==> src/rtl/wf_cta_alloc.sv <==
module wf_cta_alloc #(
  parameter int NK   = 3,
  parameter int MAXC = 8,
  parameter int PW   = 16,
  parameter int CW   = $clog2(MAXC + 1),
  parameter int KW   = (NK > 1) ? $clog2(NK) : 1,
  parameter int IW   = (MAXC > 1) ? $clog2(MAXC) : 1,
  parameter int NW   = $clog2(NK + 1)
) (
  input  logic               clk,
  input  logic               rst,
  input  logic               start,
  input  logic [NW-1:0]      num_kernels,
  input  logic [CW-1:0]      cta_limit,
  input  logic [NK*CW-1:0]   cap,
  input  logic [6:0]         thr_pct,
  input  logic               wr_en,
  input  logic [KW-1:0]      wr_kernel,
  input  logic [IW-1:0]      wr_idx,
  input  logic [PW-1:0]      wr_data,
  output logic [NK*CW-1:0]   alloc,
  output logic               busy,
  output logic               done,
  output logic               fallback
);
  localparam int TW = $clog2(NK * MAXC + 1);
  localparam int MW = PW + 8;

  logic [PW-1:0] tbl [NK][MAXC];
  logic [CW-1:0] cnt [NK];
  logic [CW-1:0] capc [NK];
  logic [PW-1:0] tput [NK];
  logic [PW-1:0] peak [NK];
  logic [NK-1:0] lossy;
  logic [NW-1:0] nk;
  logic [TW-1:0] total;
  logic [KW-1:0] sel;
  logic [PW-1:0] best;
  logic          found, finish;

  assign nk     = (num_kernels > NW'(NK)) ? NW'(NK) : num_kernels;
  assign finish = (total >= TW'(cta_limit)) || !found;

  always_comb begin
    total = '0;
    sel   = '0;
    best  = '0;
    found = 1'b0;
    for (int i = 0; i < NK; i++) begin
      capc[i] = (cap[i*CW +: CW] > CW'(MAXC)) ? CW'(MAXC) : cap[i*CW +: CW];
      tput[i] = tbl[i][IW'(cnt[i] - CW'(1))];
      peak[i] = '0;
      for (int j = 0; j < MAXC; j++)
        if (j < int'(capc[i]) && tbl[i][j] > peak[i]) peak[i] = tbl[i][j];
      lossy[i] = (i < int'(nk)) && (thr_pct < 7'd100) &&
                 (MW'(tput[i]) * MW'(100) < MW'(peak[i]) * (MW'(100) - MW'(thr_pct)));
      total = total + TW'(cnt[i]);
      if ((i < int'(nk)) && (cnt[i] < capc[i]) && (!found || tput[i] < best)) begin
        found = 1'b1;
        best  = tput[i];
        sel   = KW'(i);
      end
    end
  end

  always_ff @(posedge clk) begin
    if (rst) begin
      for (int i = 0; i < NK; i++)
        for (int j = 0; j < MAXC; j++) tbl[i][j] <= '0;
    end else if (wr_en && int'(wr_kernel) < NK) begin
      tbl[wr_kernel][wr_idx] <= wr_data;
    end
  end

  always_ff @(posedge clk) begin
    if (rst) begin
      busy     <= 1'b0;
      done     <= 1'b0;
      fallback <= 1'b0;
      for (int i = 0; i < NK; i++) cnt[i] <= '0;
    end else begin
      done <= 1'b0;
      if (!busy) begin
        if (start) begin
          busy     <= 1'b1;
          fallback <= 1'b0;
          for (int i = 0; i < NK; i++) cnt[i] <= (i < int'(nk)) ? CW'(1) : '0;
        end
      end else if (finish) begin
        busy     <= 1'b0;
        done     <= 1'b1;
        fallback <= |lossy;
      end else begin
        cnt[sel] <= cnt[sel] + CW'(1);
      end
    end
  end

  for (genvar g = 0; g < NK; g++) begin : g_out
    assign alloc[g*CW +: CW] = cnt[g];
  end
endmodule

==> config.mk <==
export PLATFORM = sky130hd
export DESIGN_NAME = wf_cta_alloc
export DESIGN_NICKNAME = d
export VERILOG_FILES = /design/src/rtl/wf_cta_alloc.sv
export SDC_FILE = /design/constraint.sdc
export NUM_CORES = 2
export LEC_CHECK = 0
export BUFFER_PORTS_ARGS = -buffer_cell sky130_fd_sc_hd__buf_2
export CAP_MARGIN = 25
export CORE_ASPECT_RATIO = 1.1
export CORE_MARGIN = 1
export CORE_UTILIZATION = 43
export DETAILED_ROUTE_END_ITERATION = 10
export PLACE_DENSITY = 0.65
export SKIP_CTS_REPAIR_TIMING = 1
export SYNTH_ARGS = -nofsm -noshare
export SYNTH_HDL_FRONTEND = slang
export SYNTH_SLANG_ARGS = --single-unit
==> constraint.sdc <==
create_clock -name clk -period 82.5 [get_ports clk]
set_input_delay 16.5 -clock clk [delete_from_list [all_inputs] [get_ports clk]]
set_output_delay 16.5 -clock clk [all_outputs]
set_load 0.05 [all_outputs]
---- Word level (Yosys, flattened, before mapping) ----
Memories as Yosys holds them, arrays and structs flattened.
Cells that the tools add are included.
operators by class
  divide/modulo/power cells ............... 0
  order comparisons ....................... 71
  add/subtract/negate cells ............... 7
  muxes and demuxes ....................... 76
  bitwise operators ....................... 8
  equal/unequal tests ..................... 1
  shift operators ......................... 0
  reductions and logical operators ........ 49
  multiply operators ...................... 6
operator list
  kind                                                             count
  two-way mux 16 bit                                               33
  two-way mux 128 bit                                              3
  greater-than comparator 16 bit                                   21
  binary-select mux 16 bit (select 3 bit)                          3
  OR reduction 128 bit                                             1
  less-than comparator 23 x 24 -> 1 bit                            3
  multiplier 16 x 5 -> 21 bit (second input constant)              3
  demux 16 bit (select 3 bit)                                      1
  greater-than comparator 16 x 1 -> 1 bit (second input constant)  3
  less-than comparator 3 x 4 -> 1 bit (first input constant)       12
  multiplier 16 x 24 -> 24 bit                                     2
  logical AND 1 bit                                                37
  less-than comparator 16 bit                                      2
  two-way mux 4 bit                                                7
  two-way mux 1 bit                                                25
  less-than comparator 1 x 4 -> 1 bit (first input constant)       6
  less-than comparator 2 x 4 -> 1 bit (first input constant)       6
  multiplier 17 x 8 -> 24 bit                                      1
  greater-or-equal comparator 4 bit (second input constant)        4
  NOT 3 -> 4 bit                                                   4
  greater-than comparator 4 bit (second input constant)            3
  less-than comparator 4 bit                                       3
  subtractor 3 x 1 -> 3 bit (second input constant)                3
  two-way mux 2 bit                                                4
  21 further kinds                                                 28
word-level totals
  output and inout bits ................... 15
  bits in read-only memories .............. 0
  bits in latches ......................... 0
  bits in writable memories ............... 396
  input bits .............................. 50
  memories ................................ 2
  register bits after elaboration ......... 3
  logic and storage cells ................. 223
memory list
  name  depth  width  rd ports  clocked after Yosys merged registers in  write ports  line  RTL
  tbl   3      128    3         0                                        3            29    logic [PW-1:0] tbl [NK][MAXC];
  cnt   3      4      4         0                                        3            30    logic [CW-1:0] cnt [NK];

---- Logic depth before layout (Yosys ltp) ----
  depth after elaboration ................. 32
  mapped depth ............................ 152
  mapped depth without buffers ............ 144

---- Worst setup path before layout ----
No wires, ideal clock.
  kind .................................... in2reg
  start point ............................. input cap[2]
  end point ............................... register fallback
  library setup time ...................... 95 ps
  arrival time ............................ 41353 ps
  required time ........................... 82405 ps
  stages .................................. 145
  buffers on the path ..................... 13
  slack ................................... 41051 ps
  cell sequence ........................... clkbuf_1 -> o41a_1 -> clkbuf_1 -> buf_1 -> nand2_1 -> ha_1 -> nand4_1 -> nor4_1 -> o21ai_1 -> a31oi_1 -> clkbuf_1 -> clkbuf_1 -> nand2_1 -> o21ai_0 -> inv_1 -> ha_1 -> a21o_1 -> a21o_1 -> [... 109 more ...] -> o21bai_1 -> a21oi_1 -> o21bai_1 -> a21oi_1 -> o21bai_1 -> a21oi_1 -> xor2_1 -> ha_1 -> nand3_1 -> nor2_1 -> nand2_1 -> o211ai_1 -> a31o_2 -> nor2b_1 -> a2111oi_0 -> a31oi_1 -> o21ai_0 -> a221oi_1
between the ends
  longest elaborated chain between the ends .. 32
  elaborated cells between the ends (all ways) .. 58
  classes of those cells .................. 1 x mul; 20 x order compare; 1 x eq/ne; 16 x mux; 20 x reduce/logical
RTL lines
  what                                   line  RTL
  from (decl)                            15    input logic [NK*CW-1:0] cap,
  greater-than comparator 4 bit          50    capc[i] = (cap[i*CW +: CW] > CW'(MAXC)) ? CW'(MAXC) : cap[i*CW +: CW];
  two-way mux 4 bit (*)                  50
  less-than comparator 1 x 4 -> 1 bit    54    if (j < int'(capc[i]) && tbl[i][j] > peak[i]) peak[i] = tbl[i][j];
  logical AND 1 bit                      54
  two-way mux 16 bit                     54
  greater-than comparator 16 bit         54
  logical AND 1 bit                      54
  two-way mux 16 bit                     54
  [... 16 more ...]                      -
  logical AND 1 bit                      54
  two-way mux 16 bit                     54
  multiplier 16 x 24 -> 24 bit           56    (MW'(tput[i]) * MW'(100) < MW'(peak[i]) * (MW'(100) - MW'(thr_pct)));
  less-than comparator 23 x 24 -> 1 bit  56
  logical AND 1 bit                      55    lossy[i] = (i < int'(nk)) && (thr_pct < 7'd100) &&
  OR reduction 3 bit                     92    fallback <= |lossy;
  two-way mux 1 bit                      89    end else if (finish) begin
  two-way mux 1 bit                      83    if (!busy) begin
  to (signal assigned)                   92
  to (decl)                              24    output logic fallback
Every way passes the cells marked *; elsewhere a longest branch is shown, timed or not. The select of a mux whose other input is x is not followed.
A chain may end at the register's enable or synchronous reset.

---- Worst setup path after layout ----
Ends and elaborated chain as after synthesis.

==> flow_summary.toml <==
[outcome]
status = "finished with violations"
violations = "design-rule violations"

[synthesis]
synthTopCellsByCount = "inv_1 (792), ha_1 (759), nor2_1 (594)"
synth_edf_count = 396
ys.flop_type = "edfxtp_1"
seq_area_frac_synth_pct = 22.8
ys_types = 87
synth-compound-area-share_pct = 12.2
synth_fa_ha_area_share_pct = 34.0
synth_fp_nets = 6789
synth.most_common_cell = "inv_1"
syn_avg_cell_area_um2 = 9.43
synth_cells = 5567
synth_top_family_by_area = "adder cells"
muxShareOfSynthArea_pct = 7.67
synthArstFlopShare_pct = 0
yosys-top-cells-area = "edfxtp_1 (23%), ha_1 (18%), fa_1 (16%), inv_1 (5.7%), nor2_1 (4.2%)"
yosysTopAreaCellShare_pct = 22.6
ys_seq_elements = 399
synth_xor_area_share_pct = 2.57
synthSimpleGateAreaFrac_pct = 13.4
yosys.area.top_type = "edfxtp_1"
yosys_warnings = 0
syn-cell-area_mm2 = 0.0525

[worst_setup_path]
end_kind = "register"
worst_path_max_delay_cell = "mux2i_1"
crit_path_start_kind = "input port"
critPathMaxStageDelay_ns = 0.79
cp.required_ns = 83.05
crit_fanout = 41
worst-setup-path-type = "input port to register"
crit_top_cell = "a21oi_1"
cp.arrival_ns = 44.33

[routing]
dr_total_vias = 41500
dr_wl_met2_um = 78400
met3RoutedLength_um = 11200
dr.pass1.iters = 8
viasPerCell = 5.76
drt_iter0_markers = 3522
top_layer = "met4"
antenna_left = 0
wirelength_um = 166000
drc = 2
wl_met1_um = 68300
wl_per_cell_um = 23.0

[layout]
finalNetCount = 6753
multiInputGateArea_mm2 = 0.0369
final_area_mm2 = 0.0562
fillers = 11500
register_area_mm2 = 0.0120
syn_to_final_growth_pct = 7.09
drive_gt1_share_pct = 8.43

[die]
die_w_um = 335
pin_count = 65
die_area_mm2 = 0.124
die_h_um = 369
initial_utilization_pct = 43.3
core_mm2 = 0.121
rows = 134

[sta]
setup_violations = 0
fin_skew_ns = 0.0760
period_share_pct = 53.1
hold_violations = 0
setup_tns_ns = 0
tightest_slew_ns = 1.01
rsz0062_at_grt = "false"
final_max_slew_viol_count = 0
period_minus_slack_ns = 43.78
finalWorstSetupSlack_ns = 38.72
max_slew_margin_pct = 32.3
fmaxAchievable_ghz = 0.0228

[cts]
cts_sinks = 399
clk_latency_ns = 0.64
cts.htree.levels = 2
cts_buffers = 44
cts_tree = "built"
clk_path_buf_depth = 3
clk_root_buffer_cell = "clkbuf_16"
cts.clk_slew.worst_paths_ns = 0.08

[placed_design]
dpl-instance-area_mm2 = 0.0547
io_buffer_count = 64
dpl.hpwl_um = 133000
place.gp.congestion = 0.980
pre_cts_ws_ns = 38.16

[hold_path]
hold_path.class = "register to register"

[grt]
grt_antenna_before_repair = 9
grt_use_total_pct = 27.0
gr-total-overflow = 0
grt_max_degree = 104
grt_pass1_vias = 41600
grt_pass1_wl_um = 253000

[run]
max-cap-violations = 0
per-layer routing:
metal / vias up / GRT usage [%]
li1: 19100 / -
met1: 20400 / 35.1
met2: 1549 / 45.1
met3: 360 / 3.19
met4: 0 / 11.6
met5: - / 0
state kept, by name, indices dropped and copies added, names as in the netlist:
register,flops
busy,1
cnt,12
done,1
fallback,1
tbl,384
cell usage in the layout (no fill, tap or decap), types with 35 or more instances in the layout:
master and instances:
ha_1 759, a21oi_1 286, nand3_1 170, o21ai_1 80, buf_4 73, o21bai_1 35
a21o_1 131, nand4_1 76, and2_1 56, nor2_1 594, o21ai_0 210, buf_2 65
fa_1 413, mux2i_1 79, mux4_2 96, clkbuf_16 44, edfxtp_1 396, nor2b_1 64
nand2_1 316, mux2_2 91, xnor2_1 111, o21a_1 111, nand2b_1 110, inv_1 792
final timing paths:
check | cells past startpoint | start | to | slack [ns]
worst min-delay path | 2 | busy | done | 0.55
worst max-delay path | 137 | cap[2] | fallback | 38.72
worst max register to register | 138 | tbl[0][113] | fallback | 53.99
worst min register to register | 2 | busy | done | 0.55
critical path, delay by kind of cell:
kind	cells	cell delay, ns
adders and majority gates	15	5.85
muxes	3	1.66
and+or+nand+nor	39	6.52
AOI/OAI and AO/OA	63	11.61
xor gates and xnor gates	1	0.17
buffers and inverters	16	1.98
metrics by stage:
stage,util [%],instances,hold WS (ns)
floorplan,-,5567,0.730
global placement,45.1,7110,0.518
detailed placement,45.2,7114,0.527
CTS,46.4,7195,0.538
global route,46.4,7198,0.576
finish,46.4,7204,0.547
logic make-up (layout without fill, tap and decap cells):
family / Yosys count / count (layout)
other: 0 / 6
buffers and inverters: 1018 / 1017
muxes: 269 / 269
DFF: 399 / 399
xor gates and xnor gates: 154 / 154
and+or+nand+nor: 1522 / 1522
adders and majority gates: 1182 / 1182
AOI/OAI and AO/OA: 1023 / 1023
area by class of cell:
cell class	instances	area share (%)
Multi-Input combinational cell	4150	65.5
Tap cell	1632	3.63
Inverter	794	5.30
Clock inverter	29	0.565
Timing Repair Buffer	142	1.65
Sequential cell	399	21.2
Clock buffer	52	2.05
Antenna cell	6	0.0267
Power is not shown: default switching activity piles up to over one toggle a cycle in this logic, so the estimate is an artifact.
